==> src/rtl/cio_pkg.sv <==
package cio_pkg;

  // Plain storage registers, indexed inside the register file
  localparam int N_PLAIN  = 6;
  localparam int PL_IDX_W = 3;
  localparam int PL_MODE  = 0;
  localparam int PL_DIV   = 1;
  localparam int PL_CLK   = 2;
  localparam int PL_IRQ   = 3;
  localparam int PL_MASK  = 4;
  localparam int PL_ISTAT = 5;

  // Byte offsets decoded by the control module
  localparam logic [7:0] OFF_MODE  = 8'h00;
  localparam logic [7:0] OFF_DIV   = 8'h04;
  localparam logic [7:0] OFF_STAT  = 8'h08;
  localparam logic [7:0] OFF_PWR   = 8'h0C;
  localparam logic [7:0] OFF_CLK   = 8'h10;
  localparam logic [7:0] OFF_IRQ   = 8'h14;
  localparam logic [7:0] OFF_MASK  = 8'h18;
  localparam logic [7:0] OFF_ISTAT = 8'h1C;
  localparam logic [7:0] OFF_DIR   = 8'h20;
  localparam logic [7:0] OFF_LVLW  = 8'h24;
  localparam logic [7:0] OFF_LVLR  = 8'h28;

  typedef enum logic [2:0] {
    RD_ZERO,
    RD_PLAIN,
    RD_STAT,
    RD_PWR,
    RD_DIR,
    RD_LVL
  } rdSel_e;

  // Strobes from control to datapath
  typedef struct packed {
    logic [N_PLAIN-1:0]  wrPlain;
    logic                wrPwr;
    logic                wrDir;
    logic                wrLvl;
    logic                inUpdEn;
    logic                rdEn;
    rdSel_e              rdSel;
    logic [PL_IDX_W-1:0] rdIdx;
  } ctlStrobe_t;

endpackage

==> src/rtl/cio_ctrl.sv <==
module cio_ctrl
  import cio_pkg::*;
#(
  parameter int ADDR_W = 8
) (
  input  logic [ADDR_W-1:0] busAddr,
  input  logic              busWrite,
  input  logic              busRead,
  output ctlStrobe_t        ctl
);

  always_comb begin
    ctl         = '0;
    ctl.rdSel   = RD_ZERO;
    ctl.rdEn    = busRead;
    case (busAddr)
      ADDR_W'(OFF_MODE): begin
        ctl.wrPlain[PL_MODE] = busWrite;
        ctl.rdSel = RD_PLAIN;
        ctl.rdIdx = PL_IDX_W'(PL_MODE);
      end
      ADDR_W'(OFF_DIV): begin
        ctl.wrPlain[PL_DIV] = busWrite;
        ctl.rdSel = RD_PLAIN;
        ctl.rdIdx = PL_IDX_W'(PL_DIV);
      end
      ADDR_W'(OFF_STAT): begin
        // read-only: writes are dropped here
        ctl.rdSel = RD_STAT;
      end
      ADDR_W'(OFF_PWR): begin
        ctl.wrPwr = busWrite;
        ctl.rdSel = RD_PWR;
      end
      ADDR_W'(OFF_CLK): begin
        ctl.wrPlain[PL_CLK] = busWrite;
        ctl.rdSel = RD_PLAIN;
        ctl.rdIdx = PL_IDX_W'(PL_CLK);
      end
      ADDR_W'(OFF_IRQ): begin
        ctl.wrPlain[PL_IRQ] = busWrite;
        ctl.rdSel = RD_PLAIN;
        ctl.rdIdx = PL_IDX_W'(PL_IRQ);
      end
      ADDR_W'(OFF_MASK): begin
        ctl.wrPlain[PL_MASK] = busWrite;
        ctl.rdSel = RD_PLAIN;
        ctl.rdIdx = PL_IDX_W'(PL_MASK);
      end
      ADDR_W'(OFF_ISTAT): begin
        ctl.wrPlain[PL_ISTAT] = busWrite;
        ctl.rdSel = RD_PLAIN;
        ctl.rdIdx = PL_IDX_W'(PL_ISTAT);
      end
      ADDR_W'(OFF_DIR): begin
        ctl.wrDir = busWrite;
        ctl.rdSel = RD_DIR;
      end
      ADDR_W'(OFF_LVLW), ADDR_W'(OFF_LVLR): begin
        ctl.wrLvl = busWrite;
        ctl.rdSel = RD_LVL;
      end
      default: begin
        ctl.rdSel = RD_ZERO;
      end
    endcase
    // a level write takes priority over input edges in the same cycle
    ctl.inUpdEn = !ctl.wrLvl;
  end

endmodule

==> src/rtl/cio_regfile.sv <==
module cio_regfile
  import cio_pkg::*;
#(
  parameter int                DATA_W       = 16,
  parameter logic [DATA_W-1:0] STAT_RST     = 'h2,
  parameter int                PWR_TRIG_BIT = 7,
  parameter logic [DATA_W-1:0] PWR_FORCE    = 'h8040
) (
  input  logic              clk,
  input  logic              rstN,
  input  ctlStrobe_t        ctl,
  input  logic [DATA_W-1:0] wdata,
  input  logic [DATA_W-1:0] dirQ,
  input  logic [DATA_W-1:0] lvlQ,
  output logic [DATA_W-1:0] rdata
);

  logic [DATA_W-1:0] plainQ [N_PLAIN];
  logic [DATA_W-1:0] pwrQ;
  logic [DATA_W-1:0] pwrNext;
  logic [DATA_W-1:0] plainSel;
  logic [DATA_W-1:0] rdNext;

  for (genvar g = 0; g < N_PLAIN; g++) begin : gPlain
    always_ff @(posedge clk) begin
      if (!rstN) begin
        plainQ[g] <= '0;
      end else if (ctl.wrPlain[g]) begin
        plainQ[g] <= wdata;
      end
    end
  end

  assign pwrNext = wdata[PWR_TRIG_BIT] ? (wdata | PWR_FORCE) : wdata;

  always_ff @(posedge clk) begin
    if (!rstN) begin
      pwrQ <= '0;
    end else if (ctl.wrPwr) begin
      pwrQ <= pwrNext;
    end
  end

  always_comb begin
    plainSel = '0;
    for (int k = 0; k < N_PLAIN; k++) begin
      if (ctl.rdIdx == PL_IDX_W'(k)) begin
        plainSel = plainQ[k];
      end
    end
  end

  always_comb begin
    case (ctl.rdSel)
      RD_PLAIN: rdNext = plainSel;
      RD_STAT:  rdNext = STAT_RST;
      RD_PWR:   rdNext = pwrQ;
      RD_DIR:   rdNext = dirQ;
      RD_LVL:   rdNext = lvlQ;
      default:  rdNext = '0;
    endcase
  end

  always_ff @(posedge clk) begin
    if (!rstN) begin
      rdata <= '0;
    end else if (ctl.rdEn) begin
      rdata <= rdNext;
    end
  end

endmodule

==> src/rtl/cio_port.sv <==
module cio_port
  import cio_pkg::*;
#(
  parameter int N_GPIO = 16
) (
  input  logic              clk,
  input  logic              rstN,
  input  ctlStrobe_t        ctl,
  input  logic [N_GPIO-1:0] wdata,
  input  logic [N_GPIO-1:0] gpioIn,
  output logic [N_GPIO-1:0] dirQ,
  output logic [N_GPIO-1:0] lvlQ,
  output logic [N_GPIO-1:0] gpioOut,
  output logic [N_GPIO-1:0] gpioChg
);

  logic [N_GPIO-1:0] inQ;
  logic [N_GPIO-1:0] drvNext;
  logic              drvUpd;

  always_ff @(posedge clk) begin
    if (!rstN) begin
      dirQ <= '0;
    end else if (ctl.wrDir) begin
      dirQ <= wdata;
    end
  end

  // per-line level bit: bus write first, then input edge
  for (genvar i = 0; i < N_GPIO; i++) begin : gLine
    always_ff @(posedge clk) begin
      if (!rstN) begin
        inQ[i]  <= 1'b0;
        lvlQ[i] <= 1'b0;
      end else begin
        inQ[i] <= gpioIn[i];
        if (ctl.wrLvl) begin
          lvlQ[i] <= wdata[i] & dirQ[i];
        end else if (ctl.inUpdEn && (gpioIn[i] != inQ[i])) begin
          lvlQ[i] <= gpioIn[i];
        end
      end
    end
  end

  assign drvUpd = ctl.wrDir | ctl.wrLvl;

  always_comb begin
    if (ctl.wrDir) begin
      drvNext = lvlQ & wdata;
    end else if (ctl.wrLvl) begin
      drvNext = wdata & dirQ;
    end else begin
      drvNext = gpioOut;
    end
  end

  always_ff @(posedge clk) begin
    if (!rstN) begin
      gpioOut <= '0;
      gpioChg <= '0;
    end else begin
      gpioOut <= drvNext;
      gpioChg <= drvUpd ? (drvNext ^ gpioOut) : '0;
    end
  end

endmodule

==> src/rtl/companion_io_top.sv <==
module companion_io_top
  import cio_pkg::*;
#(
  parameter int ADDR_W = 8,
  parameter int BUS_W  = 32,
  parameter int DATA_W = 16
) (
  input  logic              clk,
  input  logic              rstN,
  input  logic [ADDR_W-1:0] busAddr,
  input  logic              busWrite,
  input  logic              busRead,
  input  logic [BUS_W-1:0]  busWdata,
  output logic [DATA_W-1:0] busRdata,
  input  logic [DATA_W-1:0] gpioIn,
  output logic [DATA_W-1:0] gpioOut,
  output logic [DATA_W-1:0] gpioChg
);

  ctlStrobe_t        ctl;
  logic [DATA_W-1:0] wdata;
  logic [DATA_W-1:0] dirQ;
  logic [DATA_W-1:0] lvlQ;
  logic              unusedWdataHi;

  // only the low half-word of the bus is kept
  assign wdata         = busWdata[DATA_W-1:0];
  assign unusedWdataHi = ^busWdata[BUS_W-1:DATA_W];

  cio_ctrl #(.ADDR_W(ADDR_W)) uCtrl (
    .busAddr (busAddr),
    .busWrite(busWrite),
    .busRead (busRead),
    .ctl     (ctl)
  );

  cio_regfile #(.DATA_W(DATA_W)) uRegs (
    .clk  (clk),
    .rstN (rstN),
    .ctl  (ctl),
    .wdata(wdata),
    .dirQ (dirQ),
    .lvlQ (lvlQ),
    .rdata(busRdata)
  );

  cio_port #(.N_GPIO(DATA_W)) uPort (
    .clk    (clk),
    .rstN   (rstN),
    .ctl    (ctl),
    .wdata  (wdata),
    .gpioIn (gpioIn),
    .dirQ   (dirQ),
    .lvlQ   (lvlQ),
    .gpioOut(gpioOut),
    .gpioChg(gpioChg)
  );

endmodule

==> config.mk <==
export PLATFORM = sky130hd
export DESIGN_NAME = companion_io_top
export DESIGN_NICKNAME = d
export VERILOG_FILES = /design/src/rtl/cio_pkg.sv /design/src/rtl/cio_ctrl.sv /design/src/rtl/cio_regfile.sv /design/src/rtl/cio_port.sv /design/src/rtl/companion_io_top.sv
export SDC_FILE = /design/constraint.sdc
export NUM_CORES = 1
export LEC_CHECK = 0
export BUFFER_PORTS_ARGS = -buffer_cell sky130_fd_sc_hd__buf_2
export CORE_MARGIN = 3
export CORE_UTILIZATION = 55
export DETAILED_ROUTE_END_ITERATION = 10
export PLACE_DENSITY = 0.76
export SLEW_MARGIN = 5
export SYNTH_ARGS = -nofsm -noshare
export SYNTH_HDL_FRONTEND = slang
export SYNTH_HIERARCHICAL = 1
export SYNTH_SLANG_ARGS = --single-unit
export TNS_END_PERCENT = 30
==> constraint.sdc <==
create_clock -name clk -period 2.4 [get_ports clk]
set_input_delay 0.12 -clock clk [delete_from_list [all_inputs] [get_ports clk]]
set_output_delay 0.12 -clock clk [all_outputs]
set_load 0.01 [all_outputs]
; Word-level counts from Yosys, hierarchy flattened
; Memories as Yosys holds them, arrays and structs flattened.
; Index checks and enable logic that the tools add are counted.
[totals]
memories = 1
reg_bits = 112
input_bits = 60
ramBits = 96
[op_classes]
muxes = 78
n_reduce_logical = 38
n_eq_ne = 36
n_bitwise = 26
[memory_table]
columns = memory, words, width, read_ports, rd_ports_with_merged_regs, wr, line_no
row1 = uRegs.plainQ, 6, 16, 6, 0, 6, cio_regfile.sv:18  ; logic [DATA_W-1:0] plainQ [N_PLAIN];
[ops]
columns = cell, n
row1 = 2-to-1 mux 16 bit, 15
row2 = one-hot mux 16 bit (5 select lines), 1
row3 = 2-to-1 mux 1 bit, 60
row4 = bitwise AND 16 bit, 2
row5 = equality test 8 x 5 -> 1 bit (second input constant), 4
row6 = nonzero test 2 bit, 16
row7 = one-hot mux 3 bit (5 select lines), 2
row8 = equality test 8 x 6 -> 1 bit (second input constant), 3
row9 = bitwise AND 1 bit, 16
row10 = equality test 8 x 4 -> 1 bit (second input constant), 2
row11 = logical AND 1 bit, 16
row12 = != test 1 bit, 16
row13 = XOR 16 bit, 1
row14 = equality test 3 x 2 -> 1 bit (second input constant), 4
row15 = equality test 3 bit (second input constant), 4
row16 = equality test 8 x 3 -> 1 bit (second input constant), 1
row17 = zero test 8 bit, 1
row18 = OR 1 bit, 7
row19 = equality test 3 x 1 -> 1 bit (second input constant), 2
row20 = OR reduction 6 bit, 1
row21 = zero test 3 bit, 1
row22 = AND reduction 2 bit, 1
row23 = OR reduction 2 bit, 1
row24 = zero test 1 bit, 1

; Logic depth before layout (Yosys ltp)
; Gate-level depths: netlist (run 1).
[logic_depth]
ltp_word = 10
mapped_depth = 11
depth_no_buf = 7

; Modules after synthesis
; The synthesis (run 1) kept the hierarchy.
[by_module_without_submodules]
columns = mod, area_per_inst_um2, seq_area_each_um2, instances, cells_per_inst
row1 = cio_regfile, 5984.5, 3523.4, 1, 460
row2 = cio_port, 3315.7, 1601.5, 1, 328
row3 = cio_ctrl, 221.5, 0.0, 1, 39

; Least setup slack after synthesis (run 1)
; No wires, ideal clock.
[synth_timing]
kind = input -> register
start = input busAddr[5]
end = register uRegs.rdata[1]
path_slack_ns = 0.252
setup_time_ns = 0.122
arrival_time_ns = 2.026
cell_stages = 8
path_cell_list = or3_4 -> or3_4 -> nor2_1 -> nand2b_1 -> buf_2 -> clkbuf_1 -> o22ai_1 -> a221o_1
[synth_lines]
columns = element, line_no
row1 = "start, declared", companion_io_top.sv:10  ; input logic [ADDR_W-1:0] busAddr,
row2 = "end signal, assigned", cio_regfile.sv:68  ; rdata <= rdNext;
row3 = "end, declared", cio_regfile.sv:15  ; output logic [DATA_W-1:0] rdata

==> results of run 1 <==
routing by layer:
layer,up-vias,wire length [um],track usage
met1,3323,9990,0.335
li1,3245,-,-
met2,208,10400,0.382
met5,-,0,0
met3,21,1330,0.0336
met4,0,294,0.0504
final cells by class:
| cell class | instances | area, um2 |
|---|---|---|
| clock buffers | 32 | 652 |
| inverters | 6 | 22.5 |
| clock inverters | 7 | 30.0 |
| well taps | 220 | 275 |
| fillers | 1296 | 5690 |
| flip-flops and latches | 208 | 5120 |
| multi-input cells | 549 | 4050 |
| repair buffers | 139 | 913 |
worst paths after layout:
| path | start | to | slack, ns | depth (start not counted) |
|---|---|---|---|---|
| worst min-delay path | busWdata[14] | uPort/dirQ[14] | 0.02 | 3 |
| worst max-delay path | busAddr[5] | uRegs/rdata[1] | 0.47 | 9 |
| worst max register to register | uRegs/plainQ[5][15] | uRegs/rdata[15] | 0.91 | 4 |
| worst min register to register | uRegs/rdata[10] | uRegs/rdata[10] | 0.49 | 1 |
cell usage in the layout, fill, tap and decap left out, drive strengths merged, types with 7 or more instances in the layout:
master       count
buf            121
dfxtp          112
and3           106
edfxtp          96
mux2i           46
mux2            46
nor2b           45
a21oi           35
clkbuf          32
nor2            31
and2            25
nand2           21
o21ai           21
dlygate4sd3     18
a221o           18
a22oi           16
o2bb2ai         15
a21boi          15
nand2b          13
nand3           12
xnor2           11
a211oi          10
nor3             9
a211o            8
o21a             8
clkinv           7
registers in the layout, summed over array words and instances, names as in the netlist:
signal,count
uPort/gpioOut,16
uPort/lvlQ,16
uRegs/plainQ,96
uPort/inQ,16
uRegs/rdata,16
uPort/dirQ,16
uPort/gpioChg,16
uRegs/pwrQ,16
logic make-up after synthesis:
logic type      count (synthesis)  synth area share
mux                            93             0.105
flops                         208             0.538
xor+xnor                       17            0.0156
compound gates                167             0.137
buf+inv                        70            0.0393
simple gates                  272             0.165
power by group through the flow:
stage	Clock, mW	Combinational, mW	Sequential [mW]
after floorplan	0	0.221	3.93
after detailed placement	0	0.367	3.94
after global routing	3.38	0.431	3.88
after global placement	0	0.364	3.94
after CTS	3.23	0.391	3.87
final	3.19	0.395	3.87
per-stage QoR:
stage,worst slack (ns),std cells
floorplan,0.252,827
global placement,-0.0583,1104
detailed placement,-0.0340,1104
CTS,0.444,1161
global route,0.227,1161
finish,0.468,1161
what timing repair did:
item                                   CTS  global route
hold buffers                            18             0
endpoints found under the hold margin   18             0
setup buffers                            0             0
worst max-delay path: stages:
cell and delay [ns]:
buf_2 0.13, nor3_1 0.24, nand2_1 0.13, nor3_1 0.16
buf_4 0.15, nor2b_1 0.87, a22oi_1 0.21, a21oi_1 0.23
a221o_1 0.13
==> results.md, run 1 <==
* Peak supply drop at 0.599 mV
* Ports at about 110
* Slew @ Worst Pin at roughly 1.1 ns
* Relative slew slack at 0.252
* Most common cell in the netlist: dfxtp_1
* Syn. warnings at 6
* Die Ht at 138 um
* Switching Fraction at 0.214
* Final setup fails at 0
* Total Routing Usage GR at 0.234
* DRT Wirelength at around 22 mm
* Via/cell ratio at around 6
* Synth Flop Type: dfxtp_1
* Initial core utilization at 0.568
* Synth cell types at between 50 and 60
* Placement Cell Area at 10200 um2
* 1st-pass router iterations at 5
* Layout cell share with drive strength beyond 1 at 0.233
* Vias in the first global route at 6640
* Final hold vios at 0
* Avg Cell Area, Syn at between 10 and 15 um2
* Initial antenna violation count at 0
* DR vias at between 6k and 7k
* Part of the power in registers at 0.519
* CORE AREA at between 15000 and 20000 um2
* P_sw at ~1.6 mW
* Dpl hpwl at between 10 and 15 mm
* Skew final at 0.00602 ns
* CTS Buffer Depth at 3
* Outcome: finished clean
* Total die area at approximately 19000 um2
* Min cycle time layout at 1.93 ns
* Gpl congestion at just under 0.9
* WHS at around 0.017 ns
* Worst Hold Class: in -> reg
* PostCTS Resize Cnt at 0
* DRC at 0
* Wire per inst at approximately 19 um
* Post-synth top area cell: edfxtp_1
* Synth top area share at 0.303
* Max FO, Critical Path at 16
* P_leak at ~4.4 nW
* Fin Setup TNS at 0 ns
* TritonCTS Buffers at 22
* Area contributors post-synth: edfxtp_1 (30%), dfxtp_1 (24%), and3_1 (7.0%), mux2i_1 (4.8%), mux2_2 (3.4%)
* DR iter-0 viols at ~520
* Final ANT Viol Nets at 0
* Syn nets at slightly below 900
* CP Capture Type: register
* Internal power at between 5 and 6 mW
* First-pass GRT wire length at around 35 mm
* Fmax at between 0.5 and 0.6 GHz
* Synthesized flop and latch total at 208
* Post-synth EDFFs at 96
* Antenna diodes at 0
* Worst setup SP type: primary input
* Port-buffer cells at about 90
* Largest net degree at the start of global routing at 65
* Chip width at between 100 and 150 um
* MaxCap Viol Count at 0
* Sequential area share after synthesis at 0.538
* Row Count at 47
* Clock transition at path regs at 0.06 ns
* Power Dens Cells at 674 nW/um2
* Final Total Pwr at around 7.5 mW
* Clk sinks at 208
* Final period util at 0.805
* Comb power frac at 0.053
* Mapped Cells at just over 800
* TritonCTS clock tree: yes
* Final Core Density at 0.660
* Root Driver: clkbuf_16
* Slew Viols, Final at 0
* H-Tree Depth at 1
* Later-pin clock latency in the skew report at 0.50 ns
* Asr flop ratio synth at 0
* Worst EP required at 2.84 ns
* Post-synth top cells: dfxtp_1 (112), and3_1 (106), edfxtp_1 (96), mux2i_1 (46), nor2b_1 (45)
* Clock network power share at 0.428
* RSZ-0062 raised after global routing: no
* Layout area overhead at 16.2%
* Nets at ~990
* WS Path Type: in -> reg
* Post-Syn Area at between 9000 and 10000 um2
* Arrival @ worst endpoint at 2.37 ns
* Fin area at about 11000 um2
* Grt total ovfl at 0
Note: power is estimated with default switching activity, not from simulation.
==> run 2: changes to the inputs <==
==> constraint.sdc (replaced) <==
create_clock -name clk -period 1.8 [get_ports clk]
set_input_delay 0.09 -clock clk [delete_from_list [all_inputs] [get_ports clk]]
set_output_delay 0.09 -clock clk [all_outputs]
set_load 0.01 [all_outputs]
==> run 2 against run 1 <==
Cell area grew 4.9%. Clock-buffer cell count down 2. Critical endpoint is now uRegs/rdata[15]. First-iteration DRC count decreased by 14%.
==> results.md, run 2 (synthesized netlist as in run 1, its figures left out) <==
* Worst Hold Class: in -> reg
* Min cycle time layout at 1.77 ns
* Fmax at 0.566 GHz
* Most common cell after layout, fill and taps aside: dfxtp_1
* 1st-pass router iterations at 5 (unchanged)
* Grt total ovfl at 0 (unchanged)
* Placement Cell Area at 10700 um2 (+5.1%)
* Relative slew slack at 0.491 (+0.239)
* Port-buffer cells at 91 (unchanged)
* Dpl hpwl at 15.2 mm (+3.9%)
* Final Total Pwr at 9.86 mW (+32%)
* DR vias at 6950 (+2.3%)
* Final setup fails at 0 (unchanged)
* Peak supply drop at 0.733 mV (+22%)
* Comb power frac at 0.059 (+0.006)
* Wire per inst at 18.8 um (-1.2%)
* Initial antenna violation count at 0 (unchanged)
* Clock transition at path regs at 0.06 ns (about the same)
* Internal power at 7.70 mW (+31%)
* Outcome: finished clean
* Gpl congestion at 0.846 (-4.9%)
* Most frequent cells in the layout: dfxtp_1 (112), and3_1 (106), edfxtp_1 (96), buf_2 (90), buf_4 (62)
* First-pass GRT wire length at 36.7 mm (+3.4%)
* CTS Buffer Depth at 3 (unchanged)
* RSZ-0062 raised after global routing: no
* Top reg by flops: uRegs/plainQ
* DR iter-0 viols at 443 (-14%)
* Largest net degree at the start of global routing at 183 (+180%)
* R2R depth at 4 (unchanged)
* WS Path Type: in -> reg
* Slew Viols, Final at 0 (unchanged)
* P_sw at 2.16 mW (+36%)
* Power Dens Cells at 849 nW/um2 (+26%)
* Chip width at 138 um (unchanged)
* Final Core Density at 0.693 (+0.0325)
* Layout cell share with drive strength beyond 1 at 0.276 (+0.0438)
* Largest register FFs at 96 (unchanged)
* Arrival @ worst endpoint at 2.15 ns (-0.22 ns)
* Final ANT Viol Nets at 0 (unchanged)
* Clock network power share at 0.417 (-0.011)
* Die Ht at 138 um (unchanged)
* Total Routing Usage GR at 0.242 (+0.00733)
* Layout area overhead at 21.9%
* Initial core utilization at 0.568 (unchanged)
* Vias in the first global route at 6888 (+3.7%)
* Ports at 108 (unchanged)
* Final setup margin at 0.0321 ns (-0.436 ns)
* Part of the power in registers at 0.523 (+0.004)
* Clk sinks at 208 (unchanged)
* CORE AREA at 16800 um2 (unchanged)
* DRC at 0 (unchanged)
* Max FO, Critical Path at 19 (+3)
* H-Tree Depth at 1 (unchanged)
* Total die area at 18900 um2 (unchanged)
* Slew @ Worst Pin at 0.761 ns (-0.359 ns)
* DRT Wirelength at 22.7 mm (+3.1%)
* TritonCTS Buffers at 21 (-4.5%)
* Dpl ws at -0.520 ns (-0.486 ns)
* Postcts setup bufs at 0 (unchanged)
* TritonCTS clock tree: yes
* Final hold vios at 0 (unchanged)
* Antenna diodes at 0 (unchanged)
* Row Count at 47 (unchanged)
* WHS at 0.0162 ns (-0.000252 ns)
* Root Driver: clkbuf_16
* Worst setup SP type: primary input
* Fill cells at 1180 (-9.0%)
* Fin area at 11600 um2 (+4.9%)
* Nets at 1036 (+5.1%)
* CP Capture Type: register
* Via/cell ratio at 5.74 (-2.0%)
* P_leak at 4.66 nW (+6.7%)
* Later-pin clock latency in the skew report at 0.49 ns (about the same)
* MaxCap Viol Count at 0 (unchanged)
* Worst EP required at 2.18 ns (-0.66 ns)
* Skew final at 0.00717 ns (+0.00115 ns)
* WHS Path Cells at 3 (unchanged)
* Switching Fraction at 0.219 (+0.00548)
* Final period util at 0.982
run 2: cell types whose count changed in the layout (fill, tap and decap cells not counted), sizes merged:
cell	delta
buf	+47
clkinv	-2
clkbuf	-2
inv	+3
dlygate4sd3	+4
run 2: metrics by stage:
| step | TNS, ns | instances |
|---|---|---|
| after global placement | -15.91 | 1151 |
| after floorplan | -2.57 | 827 |
| after global routing | 0 | 1211 |
| after detailed placement | -18.44 | 1151 |
| final | 0 | 1211 |
| after CTS | 0 | 1211 |
run 2: worst paths after layout:
| check | to | startpoint | slack [ns] |
|---|---|---|---|
| worst min-delay path | uPort/dirQ[2] | busWdata[2] | 0.02 |
| worst max register to register | uRegs/rdata[15] | uRegs/plainQ[5][15] | 0.33 |
| worst max-delay path | uRegs/rdata[15] | busAddr[5] | 0.03 |
| worst min register to register | uRegs/rdata[6] | uRegs/rdata[6] | 0.49 |
run 2: cell type report:
cell class,instances,area [um2],area share
inverter,6,22.5,0.00194
timing repair buffer,190,1460,0.125
tap,220,275,0.0237
sequential,208,5120,0.441
clock inverter,8,43.8,0.00377
clock buffer,30,602,0.0518
multi-input combinational,549,4090,0.352
run 2: power by group through the flow:
stage | logic [mW] | registers [mW] | clock network [mW]
finish | 0.585 | 5.16 | 4.11
global route | 0.638 | 5.17 | 4.34
CTS | 0.578 | 5.16 | 4.16
detailed placement | 0.537 | 5.26 | 0
global placement | 0.525 | 5.25 | 0
floorplan | 0.298 | 5.24 | 0
run 2: repair_timing:
| action | in CTS | in global routing |
|---|---|---|
| hold endpoints to repair | 23 | 0 |
| resized for setup | 0 | 4 |
| hold buffers | 22 | 0 |
| setup endpoints to repair | 0 | 16 |
run 2: layer usage:
layer  vias to the layer above  part of all wire  GRT usage
met5                         -                 0          0
met1                      3358              0.45      0.343
met4                         0             0.015     0.0565
met2                       221              0.48      0.391
met3                        34             0.057     0.0394
li1                       3337                 -          -
run 2: critical path, cell delays in order:
cell and delay [ns]:
buf_2 0.11, or3_4 0.38, buf_4 0.14, nor3_2 0.22
buf_12 0.20, mux4_2 0.52, a22oi_2 0.16, nor2_1 0.06
a221o_1 0.25
